File: config.mk
export PLATFORM = sky130hd
export DESIGN_NAME = pair_seq_detector
export DESIGN_NICKNAME = d
export VERILOG_FILES = /design/src/rtl/seqdet_pkg.sv /design/src/rtl/pair_classify.sv /design/src/rtl/seq_next.sv /design/src/rtl/pair_seq_detector.sv
export SDC_FILE = /design/constraint.sdc
export NUM_CORES = 1
export LEC_CHECK = 0
export ABC_CLOCK_PERIOD_IN_PS = 1100
export BUFFER_PORTS_ARGS = -buffer_cell sky130_fd_sc_hd__buf_2
export CAP_MARGIN = 20
export CORE_AREA = 4 4 41 43
export CTS_BUF_LIST = sky130_fd_sc_hd__clkbuf_4 sky130_fd_sc_hd__clkbuf_8
export CTS_CLUSTER_SIZE = 12
export DETAILED_ROUTE_END_ITERATION = 8
export DIE_AREA = 0 0 45 47
export MAX_ROUTING_LAYER = met4
export PLACE_DENSITY = 0.3
export RECOVER_POWER = 50
export SYNTH_ARGS = -nofsm -noshare
export SYNTH_HDL_FRONTEND = slang
export SYNTH_SLANG_ARGS = --single-unit
File: constraint.sdc
create_clock -name clk -period 1.1 [get_ports clk]
set_input_delay 0.22 -clock clk [delete_from_list [all_inputs] [get_ports clk]]
set_output_delay 0.22 -clock clk [all_outputs]
set_load 0.005 [all_outputs]
File: src/rtl/seqdet_pkg.sv
package seqdet_pkg;
    localparam int STATE_W = 2;
    localparam int SYM_W   = 2;

    typedef enum logic [STATE_W-1:0] {
        ST_IDLE = 2'd0,
        ST_Z    = 2'd1,
        ST_ZZ   = 2'd2,
        ST_ZZO  = 2'd3
    } det_state_t;

    typedef enum logic [SYM_W-1:0] {
        SYM_ZERO  = 2'd0,
        SYM_ONE   = 2'd1,
        SYM_SPLIT = 2'd2
    } pair_sym_t;
endpackage

File: src/rtl/pair_classify.sv
module pair_classify
    import seqdet_pkg::*;
(
    input  logic      a,
    input  logic      b,
    output pair_sym_t sym
);
    always_comb begin
        if (a != b)
            sym = SYM_SPLIT;
        else if (a)
            sym = SYM_ONE;
        else
            sym = SYM_ZERO;
    end
endmodule

File: src/rtl/seq_next.sv
module seq_next
    import seqdet_pkg::*;
(
    input  det_state_t cur,
    input  pair_sym_t  sym,
    output det_state_t nxt,
    output logic       hit
);
    always_comb begin
        nxt = ST_IDLE;
        hit = 1'b0;
        unique case (cur)
            ST_IDLE: begin
                if (sym == SYM_ZERO) nxt = ST_Z;
            end
            ST_Z: begin
                if (sym == SYM_ZERO) nxt = ST_ZZ;
            end
            ST_ZZ: begin
                if (sym == SYM_ZERO)     nxt = ST_ZZ;
                else if (sym == SYM_ONE) nxt = ST_ZZO;
            end
            ST_ZZO: begin
                if (sym == SYM_ZERO) nxt = ST_Z;
                else if (sym == SYM_ONE) begin
                    nxt = ST_IDLE;
                    hit = 1'b1;
                end
            end
            default: nxt = ST_IDLE;
        endcase
    end
endmodule

File: src/rtl/pair_seq_detector.sv
module pair_seq_detector
    import seqdet_pkg::*;
(
    input  logic clk,
    input  logic rst,
    input  logic in_a,
    input  logic in_b,
    output logic match_o
);
    pair_sym_t  sym;
    det_state_t state_q;
    det_state_t state_d;
    logic       hit;

    pair_classify u_cls (
        .a   (in_a),
        .b   (in_b),
        .sym (sym)
    );

    seq_next u_nxt (
        .cur (state_q),
        .sym (sym),
        .nxt (state_d),
        .hit (hit)
    );

    always_ff @(posedge clk) begin
        if (rst)
            state_q <= ST_IDLE;
        else
            state_q <= state_d;
    end

    always_comb begin
        match_o = hit & ~rst;
    end
endmodule

Yosys cells after proc, flatten, opt, wreduce, memory -nomap -nowiden --
Index checks and enable logic that the tools add are counted.
Operators by class: eq/ne operators 5, bitwise operators 2, reduce and logical (&&, ||, !) cells 3, muxes and demuxes 10
Operators by type and width (count):
- 2-bit 2-to-1 mux | 4
- 2-bit case mux with 3 select lines | 1
- 1-bit 2-to-1 mux | 5
- 2-bit by 1-bit == test with 1-bit output (second input constant) | 2
- 2-bit == test (second input constant) | 2
- 2-bit zero test | 2
- 2-bit OR reduction | 1
- 1-bit bitwise AND | 1
- 1-bit != test | 1
- 1-bit NOT | 1
Storage, ports and cells: output and inout bits 1, word-level logic and storage cells 21, flip-flop bits (word level) 2, bits of input ports 4

Logic depth before layout (Yosys ltp) --
Gate-level depths: netlist of the first run.
depth in word-level cells 7, depth in mapped cells 4, gate-level depth less buffers 4

Hierarchy --
Synthesis of the first run repeated with hierarchy kept, for this count alone.
Second synthesis, totals: cells, all modules 17, area total of the unflattened synthesis 163.9 µm²
By module, submodules not included:
- seq_next | instances 1, cells an instance 11, area each 92.6 µm²
- pair_seq_detector | instances 1, cells an instance 5, area each 58.8 µm²
- pair_classify | instances 1, cells an instance 1, area each 12.5 µm²

Worst setup path after synthesis of the first run --
OpenSTA, ideal clock, no wires.
path kind reg2reg, from reg state_q[1], to reg state_q[1], setup slack -0.007 ns, cell stages (with the launch flop) 5, required time 1.030 ns, library setup time 0.070 ns, path buffers 0, arrival 1.037 ns, cells stage by stage dfxtp_1 > inv_1 > ha_1 > or3b_1 > a21oi_1
On the way: word-level cells in the longest chain between the ends 3, elaborated cells on any way between the ends 6
RTL lines:
- start, declared | RTL line pair_seq_detector.sv:11 | det_state_t state_q;
- start signal, assigned | RTL line pair_seq_detector.sv:32 | state_q <= state_d;
- 2-bit == test or 2-bit zero test (tied branches) | RTL line seq_next.sv:12 | unique case (cur)
- 2-bit OR reduction (no source line)
- 2-bit case mux with 3 select lines (*) | RTL line seq_next.sv:12
Mark *: on every way between the ends. The rest lies on a longest branch, timed or not. A chain may end at the register's enable or synchronous reset.

Worst setup path in the final report of the first run --
from reg state_q[1], to out match_o
On the way: word-level cells in the longest chain between the ends 3
RTL lines:
- 2-bit == test | RTL line seq_next.sv:12
- 1-bit 2-to-1 mux | RTL line seq_next.sv:12
- 1-bit bitwise AND | RTL line pair_seq_detector.sv:36 | match_o = hit & ~rst;
- end, declared | RTL line pair_seq_detector.sv:8 | output logic match_o
Every way passes these cells.

==> results of run 1 <==
-- what timing repair did --
item	CTS	global route
setup endpoints to repair	2	2
gates resized for setup	3	3
setup buffers	0	1
pin swaps	3	1
-- worst reg2reg max path: cells and delay by family, from the launching register on --
family / cells / cell delay, ns
AND/OR/NAND/NOR: 1 / 0.35
flip-flops: 1 / 0.33
AO/OA/AOI/OAI: 1 / 0.13
buffers and inverters: 1 / 0.11
adder cells (fa/ha/maj): 1 / 0.11
-- stage by stage --
step | cell area (sq um) | total power [mW] | util [%] | setup TNS, ns | setup slack [ns]
2_1_floorplan | 157.7 | 0.08953 | - | 0 | 0.007675
3_3_place_gp | 219.0 | 0.1080 | 16.83 | -0.1352 | -0.08112
3_5_place_dp | 219.0 | 0.1081 | 16.83 | -0.1584 | -0.09781
4_1_cts | 247.7 | 0.2722 | 19.04 | -0.1087 | -0.1087
5_1_grt | 271.5 | 0.2913 | 20.87 | -0.1635 | -0.1210
6_report | 271.5 | 0.2671 | 20.87 | -0.09774 | -0.09024
-- worst paths after layout --
kind | end | cells past startpoint | slack, ns
hold reg to reg | state_q[0]$_SDFF_PP0_ | 3 | 0.70
hold / removal | state_q[1]$_SDFF_PP0_ | 2 | 0.18
setup / recovery | match_o | 3 | -0.09
setup reg to reg | state_q[1]$_SDFF_PP0_ | 4 | -0.01
-- logic make-up (layout without fill, tap and decap cells) --
| group | after synthesis | in the layout | synth area share (%) |
|---|---|---|---|
| AOI/OAI and AO/OA | 2 | 2 | 7.999 |
| DFF | 2 | 2 | 25.60 |
| buffers and inverters | 4 | 15 | 9.597 |
| adders and majority gates | 5 | 5 | 40.00 |
| and+or+nand+nor | 4 | 4 | 16.80 |
-- report_power, final --
part           internal [mW]  total, mW  switching (mW)
Sequential            0.0758     0.0776         0.00185
Combinational         0.0186     0.0326          0.0140
Clock                  0.120      0.157          0.0369
-- layout make-up --
| type | instances | share of cell area [%] |
|---|---|---|
| tap | 15 | 6.912 |
| clock buffer | 3 | 8.295 |
| multi-input combinational | 11 | 45.16 |
| timing repair buffer | 8 | 18.43 |
| inverter | 4 | 5.530 |
| sequential | 2 | 15.67 |
-- layer usage --
| layer | part of all wire, % | routed length (um) | vias up |
|---|---|---|---|
| met5 | 0 | 0 | - |
| met4 | 0 | 0 | 0 |
| met3 | 10 | 31 | 0 |
| met2 | 42 | 125 | 5 |
| met1 | 48 | 143 | 59 |
| li1 | - | - | 78 |
-- cells in the final DEF (no fill, tap or decap) --
master / count
a21oi_2: 1
and3b_1: 1
buf_2: 4
dfxtp_2: 2
buf_4: 4
ha_2: 2
clkbuf_4: 3
or3b_1: 1
nand2_1: 1
nor3_1: 1
a22oi_1: 1
inv_1: 4
ha_4: 1
ha_1: 2
==> results.tsv, run 1 <==
stage	metric	value	unit
status	status	finished, violations left	
status	violations	negative setup slack	
synth	synth_area_leaders	ha_1, dfxtp_1, inv_1	
worst_setup_path	crit_arrival	0.97	ns
worst_setup_path	crit-reg2reg-launch	state_q[1]$_SDFF_PP0_	
synth	synth.top_cell.area_share	40.00	%
global_route	grt-busiest-layer	met2	
synth	seq_area_frac_synth	25.60	%
worst_setup_path	cp_cell_sequence	ha_2 > and3b_1 > buf_2	
synth	synth-main-ff-cell	dfxtp_1	
final_layout	num-fill-cells	156	
worst_setup_path	required	0.88	ns
timing	drv_slew	0	
worst_setup_path	cp.buffers_inverters	1	
final_layout	drive_above_1_share	60.71	%
clocking	numCtsBuffers	3	
clocking	postCtsHoldBufs	0	
route	via_count	142	
job	drv_cap	0	
synth	synth_area	156.4	sq um
timing	hold_ws	0.1826	ns
worst_setup_path	crit_type	register to output port	
final_layout	stdcell_count	43	
global_route	overflow	0	
route	antenna_left	0	
placed_design	dp_cells	39	
final_layout	regMostFlops	state_q	
synth	syn_avg_cell_area	9.200	sq um
global_route	grt_max_degree	4	
final_layout	insertedDiodeCount	0	
timing	setup_viol	2	
clocking	numClockSinks	2	
route	first_pass_iters	2	
final_layout	largest_reg_flops	2	
synth	syn_nets	26	
worst_setup_path	slowest_delay	0.32	ns
synth	synth_most_common_cell	ha_1	
global_route	grt_use_total	3.664	%
hold_path	hold_start	rst	
floorplanning	die-area	2115	sq um
timing	max-slew-margin-rel	88.46	%
final_layout	fin_nets	39	
timing	hold_viol_final	0	
worst_setup_path	cp_max_fo	3	
global_route	grt_pass1_wl	524	um
worst_setup_path	critical-path-top-delay-family	flip-flops	
route	drtIter0Drc	2	
worst_setup_path	cp-startpoint	state_q[1]$_SDFF_PP0_	
synth	synth-edff-count	0	
synth	synth.largest_area_cell	ha_1	
floorplanning	die_h	47	um
power	leakage	0.1313	nW
power	ir_drop	0.3184	mV
synth	yosys_warnings	0	
route	drt_wl_total	300	um
worst_setup_path	worst_setup_path_end_kind	output port	
synth	syn_inst	17	
clocking	cts_tree	yes	
placed_design	gp_congestion	0.5567	
global_route	grt_pass1_vias	144	
final_layout	top_regs	state_q x2	
placed_design	hpwlAfterDp	256.8	um
floorplanning	fp.coreArea	1301	sq um
final_layout	multi_input_area	122.6	sq um
floorplanning	dieWidth	45	um
clocking	ctsRootBufferMaster	clkbuf_4	
global_route	grtUsageMet2	5.367	%
worst_setup_path	startpoint_type	register	
final_layout	seq_area	42.54	sq um
placed_design	port_buffers	4	
timing	tightest_slew	0.1718	ns
timing	fin_crit_sh	108.2	%
clocking	clock_latency	0.22	ns
timing	rsz0062_at_grt	true	
final_layout	area_growth	73.60	%
floorplanning	num_io_pins	5	
clocking	cts_max_level	1	
timing	clock.fmax	840.2	MHz
worst_setup_path	crit_slowest_cell	dfxtp_2	
route	viasPerCell	3.302	
synth	yosys_register_bits	2	
timing	period_needed	1.190	ns
global_route	antenna_found_initial	0	
clocking	cts_buffer_depth	2	
power	p_per_area	983.7	nW/um^2
route	drc	0	
synth	yosysUniqueCellTypes	9	
global_route	met3_usage	2.299	%
synth	synthTopCellsByCount	ha_1, inv_1, dfxtp_1	
synth	synthArstFlopShare	0	%
global_route	gr-usage-met1	3.846	%
route	wire_per_inst	6.977	um
clocking	cts.clk_slew.worst_paths	0.03	ns
timing	layout_setup_ws	-0.09024	ns
hold_path	hp-class	primary input to register	
floorplanning	initial_core_util	12.02	%
timing	skew	0.003524	ns
floorplanning	num_rows	13	
(Power assumes the default switching activity.)
==> run 2: changes to the inputs <==
--- a/config.mk
+++ b/config.mk
@@ -5,7 +5,6 @@
 export SDC_FILE = /design/constraint.sdc
 export NUM_CORES = 1
 export LEC_CHECK = 0
-export ABC_CLOCK_PERIOD_IN_PS = 1100
 export BUFFER_PORTS_ARGS = -buffer_cell sky130_fd_sc_hd__buf_2
 export CAP_MARGIN = 20
 export CORE_AREA = 4 4 41 43
@@ -13,6 +12,7 @@
 export CTS_CLUSTER_SIZE = 12
 export DETAILED_ROUTE_END_ITERATION = 8
 export DIE_AREA = 0 0 45 47
+export GPL_TIMING_DRIVEN = 0
 export MAX_ROUTING_LAYER = met4
 export PLACE_DENSITY = 0.3
 export RECOVER_POWER = 50
==> results.tsv, run 2 (synthesis results as in run 1) <==
stage	metric	value	unit	change
route	wire_per_inst	7.590	um	was 6.977 um
route	viasPerCell	3.410		was 3.302
timing	tightest_slew	0.1532	ns	was 0.1718 ns
route	first_pass_iters	1		was 2
clocking	numCtsBuffers	3		unchanged
worst_setup_path	worst_setup_path_end_kind	output port		unchanged
timing	setup_viol	2		unchanged
timing	clock.fmax	846.3	MHz	was 840.2 MHz
floorplanning	num_rows	13		unchanged
global_route	grt_max_degree	4		unchanged
placed_design	dp_cells	36		was 39
worst_setup_path	ff2ff_path_depth	4		unchanged
global_route	grt_pass1_wl	448	um	was 524 um
final_layout	finish.utilization	18.37	%	was 20.87%
final_layout	insertedDiodeCount	0		unchanged
placed_design	hpwlAfterDp	231.5	um	was 256.8 um
floorplanning	fp.coreArea	1301	sq um	unchanged
hold_path	hp-class	primary input to register		unchanged
status	violations	negative setup slack		unchanged
global_route	antenna_found_initial	0		unchanged
global_route	grt_use_total	3.583	%	was 3.664%
clocking	cts.clk_slew.worst_paths	0.03	ns	about the same
route	met1_length	132	um	was 143 um
global_route	overflow	0		unchanged
power	ir_drop	0.3093	mV	was 0.3184 mV
clocking	clock_latency	0.22	ns	about the same
final_layout	final_cell_mix	buf_2, inv_1, ha_1, clkbuf_4, dfxtp_2		was inv_1, buf_2, buf_4
timing	hold_viol_final	0		unchanged
timing	skew	0.003635	ns	was 0.003524 ns
route	drc	0		unchanged
clocking	cts_max_level	1		unchanged
timing	period_needed	1.182	ns	was 1.190 ns
final_layout	largest_reg_flops	2		unchanged
route	drtIter0Drc	0		was 2
timing	rsz0062_at_grt	true		unchanged
job	drv_cap	0		unchanged
clocking	cts_buffer_depth	2		unchanged
worst_setup_path	crit_arrival	0.96	ns	was 0.97 ns
final_layout	drive_above_1_share	54.17	%	was 60.71%
worst_setup_path	cp_max_fo	3		unchanged
route	antenna_left	0		unchanged
worst_setup_path	required	0.88	ns	about the same
route	drt_wl_total	296	um	was 300 um
floorplanning	num_io_pins	5		unchanged
floorplanning	dieWidth	45	um	unchanged
floorplanning	die_h	47	um	unchanged
route	highest_layer	met4		was met3
clocking	postCtsHoldBufs	0		unchanged
final_layout	top_regs	state_q x2		unchanged
placed_design	gp_congestion	0.6459		was 0.5567
timing	hold_ws	0.1824	ns	was 0.1826 ns
power	p_per_area	1076	nW/um^2	was 983.7 nW/um^2
floorplanning	initial_core_util	12.02	%	unchanged
power	leakage	0.1111	nW	was 0.1313 nW
timing	fin_crit_sh	107.4	%	was 108.2%
worst_setup_path	startpoint_type	register		unchanged
final_layout	regMostFlops	state_q		unchanged
status	status	finished, violations left		unchanged
global_route	grt_pass1_vias	112		was 144
final_layout	stdcell_count	39		was 43
hold_path	min_path_cells	2		unchanged
timing	max-slew-margin-rel	89.71	%	was 88.46%
clocking	numClockSinks	2		unchanged
route	route.met2.wl	125	um	unchanged
final_layout	layout_commonest_cell	buf_2		
route	met3_length	33	um	was 31 um
final_layout	area_growth	52.80	%	was 73.60%
clocking	ctsRootBufferMaster	clkbuf_4		unchanged
timing	drv_slew	0		unchanged
route	via_count	133		was 142
placed_design	port_buffers	4		unchanged
floorplanning	die-area	2115	sq um	unchanged
worst_setup_path	crit_type	register to output port		unchanged
final_layout	fin_nets	35		was 39
clocking	post_cts_buffers	0		unchanged
clocking	cts_tree	yes		unchanged
timing	layout_setup_ws	-0.08160	ns	was -0.09024 ns
==> run 2: cell types whose count changed in the layout (fill, tap and decap cells not counted), sizes merged <==
cell,change
buf,-4
==> run 2: metrics by stage <==
stage	TNS, ns	instance area, sq um	worst slack [ns]	power, mW
after global routing	-0.2096	239.0	-0.1296	0.2732
after floorplan	0	157.7	0.007675	0.08953
after CTS	-0.1222	235.2	-0.09397	0.2667
after detailed placement	-0.09014	196.4	-0.09014	0.09996
final	-0.1110	239.0	-0.08160	0.2572
after global placement	-0.1112	196.4	-0.1112	0.09988
==> run 2: worst max-delay path, stage by stage (launching register included) <==
cell and delay, ns:
dfxtp_2 0.33, ha_4 0.15, and3b_1 0.14, buf_2 0.12
==> run 2: final timing paths <==
kind	from	end	slack [ns]
worst max register to register	state_q[1]$_SDFF_PP0_	state_q[1]$_SDFF_PP0_	-0.03
worst max-delay path	state_q[1]$_SDFF_PP0_	match_o	-0.08
worst min register to register	state_q[0]$_SDFF_PP0_	state_q[0]$_SDFF_PP0_	0.65
worst min-delay path	rst	state_q[1]$_SDFF_PP0_	0.18
==> run 2: cell type report <==
type,count,area [sq um]
fill,156,1062
multi-input combinational,11,120.1
sequential,2,42.54
clock buffer,3,22.52
timing repair buffer,4,20.02
tap,15,18.77
inverter,4,15.01
==> run 2: report_power, final <==
| part | switching (mW) | internal [mW] |
|---|---|---|
| Clock | 0.0358 | 0.120 |
| Combinational | 0.0114 | 0.0114 |
| Sequential | 0.00282 | 0.0758 |
| Total | 0.0501 | 0.207 |
==> run 2: what timing repair did <==
action                     in CTS  in global routing
pin swaps                       3                  0
resized for setup               5                  1
gates cloned                    0                  0
setup endpoints to repair       2                  2
==> run 2: metal layers <==
layer | global-route usage [%] | up-vias
met3 | 3.448 | 2
met4 | 3.509 | 0
li1 | - | 71
met2 | 4.520 | 3
met5 | - | -
met1 | 2.941 | 57
==> run 3: changes to the inputs <==
==> constraint.sdc (replaced) <==
create_clock -name clk -period 1.4 [get_ports clk]
set_input_delay 0.28 -clock clk [delete_from_list [all_inputs] [get_ports clk]]
set_output_delay 0.28 -clock clk [all_outputs]
set_load 0.005 [all_outputs]
==> results.tsv, run 3 (synthesis results as in run 1) <==
stage	metric	value	unit	change
worst_setup_path	startpoint_type	register		unchanged
route	first_pass_iters	2		was 1
floorplanning	die_h	47	um	unchanged
clocking	cts_tree	yes		unchanged
floorplanning	dieWidth	45	um	unchanged
global_route	overflow	0		unchanged
timing	fin_crit_sh	91.38	%	
placed_design	dp_cells	36		unchanged
clocking	ctsRootBufferMaster	clkbuf_4		unchanged
route	drtIter0Drc	2		was 0
hold_path	hold_start	rst		unchanged
power	ir_drop	0.1494	mV	was 0.3093 mV
clocking	cts_max_level	1		unchanged
power	p_seq_share	30.1	%	was 30.6%
placed_design	gp_congestion	0.6297		was 0.6459
route	drt_wl_total	292	um	was 296 um
worst_setup_path	crit-reg2reg-launch	state_q[1]$_SDFF_PP0_		unchanged
timing	skew	0.003782	ns	was 0.003635 ns
timing	setup_viol	0		was 2
timing	hold_viol_final	0		unchanged
power	clkPwrFrac	61.4	%	was 60.5%
worst_setup_path	crit_type	register to output port		unchanged
timing	period_needed	1.279	ns	
placed_design	dp_slack	0.1598	ns	was -0.09014 ns
hold_path	min_path_cells	2		unchanged
timing	layout_setup_ws	0.1207	ns	was -0.08160 ns
power	power.net_switching	0.03941	mW	was 0.05009 mW
timing	setup_tns	0	ns	was -0.1110 ns
worst_setup_path	r2r-end	state_q[1]$_SDFF_PP0_		unchanged
floorplanning	num_io_pins	5		unchanged
timing	drv_slew	0		unchanged
final_layout	top_regs	state_q x2		unchanged
power	p_per_area	925.4	nW/um^2	was 1076 nW/um^2
route	via_count	131		was 133
timing	hold_ws	0.2469	ns	was 0.1824 ns
floorplanning	initial_core_util	12.02	%	unchanged
floorplanning	fp.coreArea	1301	sq um	unchanged
final_layout	layout_commonest_cell	ha_1		was buf_2
placed_design	hpwlAfterDp	231.6	um	was 231.5 um
floorplanning	num_rows	13		unchanged
route	wire_per_inst	7.487	um	was 7.590 um
worst_setup_path	required	1.12	ns	was 0.88 ns
route	drc	0		unchanged
power	sw_frac_of_total	19.56	%	was 19.48%
global_route	grt_use_total	4.150	%	was 3.583%
global_route	grt_pass1_vias	123		was 112
final_layout	final_cell_mix	ha_1, inv_1, buf_2		was buf_2, inv_1, ha_1, clkbuf_4, dfxtp_2
floorplanning	die-area	2115	sq um	unchanged
timing	rsz0062_at_grt	false		was true
clocking	numCtsBuffers	3		unchanged
clocking	cts_buffer_depth	2		unchanged
power	p_comb_share	8.6	%	was 8.9%
worst_setup_path	ff2ff_path_depth	4		unchanged
power	cell_internal_pwr	0.1621	mW	was 0.2071 mW
final_layout	insertedDiodeCount	0		unchanged
clocking	clock_latency	0.22	ns	about the same
timing	tightest_slew	0.1710	ns	was 0.1532 ns
clocking	cts.repair.resized	0		was 5
route	antenna_left	0		unchanged
global_route	grt_max_degree	4		unchanged
final_layout	stdcell_count	39		unchanged
final_layout	largest_reg_flops	2		unchanged
clocking	cts.clk_slew.worst_paths	0.03	ns	about the same
worst_setup_path	cp_max_fo	3		unchanged
clocking	postCtsHoldBufs	0		unchanged
worst_setup_path	worst_setup_path_end_kind	output port		unchanged
worst_setup_path	crit_arrival	1.00	ns	was 0.96 ns
clocking	post_cts_buffers	0		unchanged
hold_path	hp-class	primary input to register		unchanged
final_layout	fin_nets	35		unchanged
final_layout	area_growth	39.20	%	was 52.80%
status	status	complete, no violations		was finished, violations left
power	leakage	0.1136	nW	was 0.1111 nW
timing	max-slew-margin-rel	88.60	%	was 89.71%
final_layout	regMostFlops	state_q		unchanged
clocking	numClockSinks	2		unchanged
timing	clock.fmax	781.7	MHz	
route	viasPerCell	3.359		was 3.410
global_route	antenna_found_initial	0		unchanged
placed_design	port_buffers	4		unchanged
final_layout	drive_above_1_share	29.17	%	was 54.17%
worst_setup_path	r2r_slack	0.21	ns	was -0.03 ns
hold_path	hold-path-endpoint	state_q[1]$_SDFF_PP0_		unchanged
job	drv_cap	0		unchanged
global_route	grt_pass1_wl	496	um	was 448 um
## run 3: cell counts in the layout (fill, tap and decap cells not counted)
No cell type changed its count.
## run 3: worst max-delay path: stages, from the launching register on
cell	delay (ns)
dfxtp_1	0.32
ha_1	0.19
and3b_1	0.15
buf_2	0.12
## run 3: through the flow
| step | utilization [%] | cell area [sq um] | power [mW] |
|---|---|---|---|
| 6_report | 16.73 | 217.7 | 0.2015 |
| 5_1_grt | 16.73 | 217.7 | 0.2236 |
| 4_1_cts | 16.73 | 217.7 | 0.2108 |
| 3_5_place_dp | 15.00 | 195.2 | 0.07837 |
| 3_3_place_gp | 15.00 | 195.2 | 0.07840 |
| 2_1_floorplan | - | 156.4 | 0.07029 |
## run 3: power by group through the flow
stage / logic (mW) / clock network, mW / registers (mW)
after floorplan: 0.00932 / 0 / 0.0610
after global placement: 0.0172 / 0 / 0.0612
after detailed placement: 0.0170 / 0 / 0.0614
after CTS: 0.0174 / 0.133 / 0.0606
after global routing: 0.0206 / 0.142 / 0.0607
final: 0.0172 / 0.124 / 0.0606
## run 3: worst max path at each step
stage / end / depth (start not counted) / start / slack, ns
2_1_floorplan: state_q[1]$_SDFF_PP0_ / 4 / state_q[1]$_SDFF_PP0_ / 0.29
3_3_place_gp: state_q[1]$_SDFF_PP0_ / 5 / in_a / 0.13
3_5_place_dp: state_q[1]$_SDFF_PP0_ / 5 / in_a / 0.16
4_1_cts: match_o / 3 / state_q[0]$_SDFF_PP0_ / 0.10
5_1_grt: match_o / 3 / state_q[0]$_SDFF_PP0_ / 0.07
6_report: match_o / 3 / state_q[0]$_SDFF_PP0_ / 0.12
## run 3: metal layers
| metal | GRT usage, % | share of wire [%] |
|---|---|---|
| met1 | 3.386 | 43 |
| met2 | 4.237 | 43 |
| met3 | 3.448 | 12 |
| met4 | 7.018 | 1.4 |
| met5 | - | 0 |
## run 3: cell type report
type / count / area, sq um
fillers: 155 / 1084
multi-input cells: 11 / 101.3
flip-flops and latches: 2 / 40.04
clock buffers: 3 / 22.52
repair buffers: 4 / 20.02
well taps: 15 / 18.77
inverters: 4 / 15.01
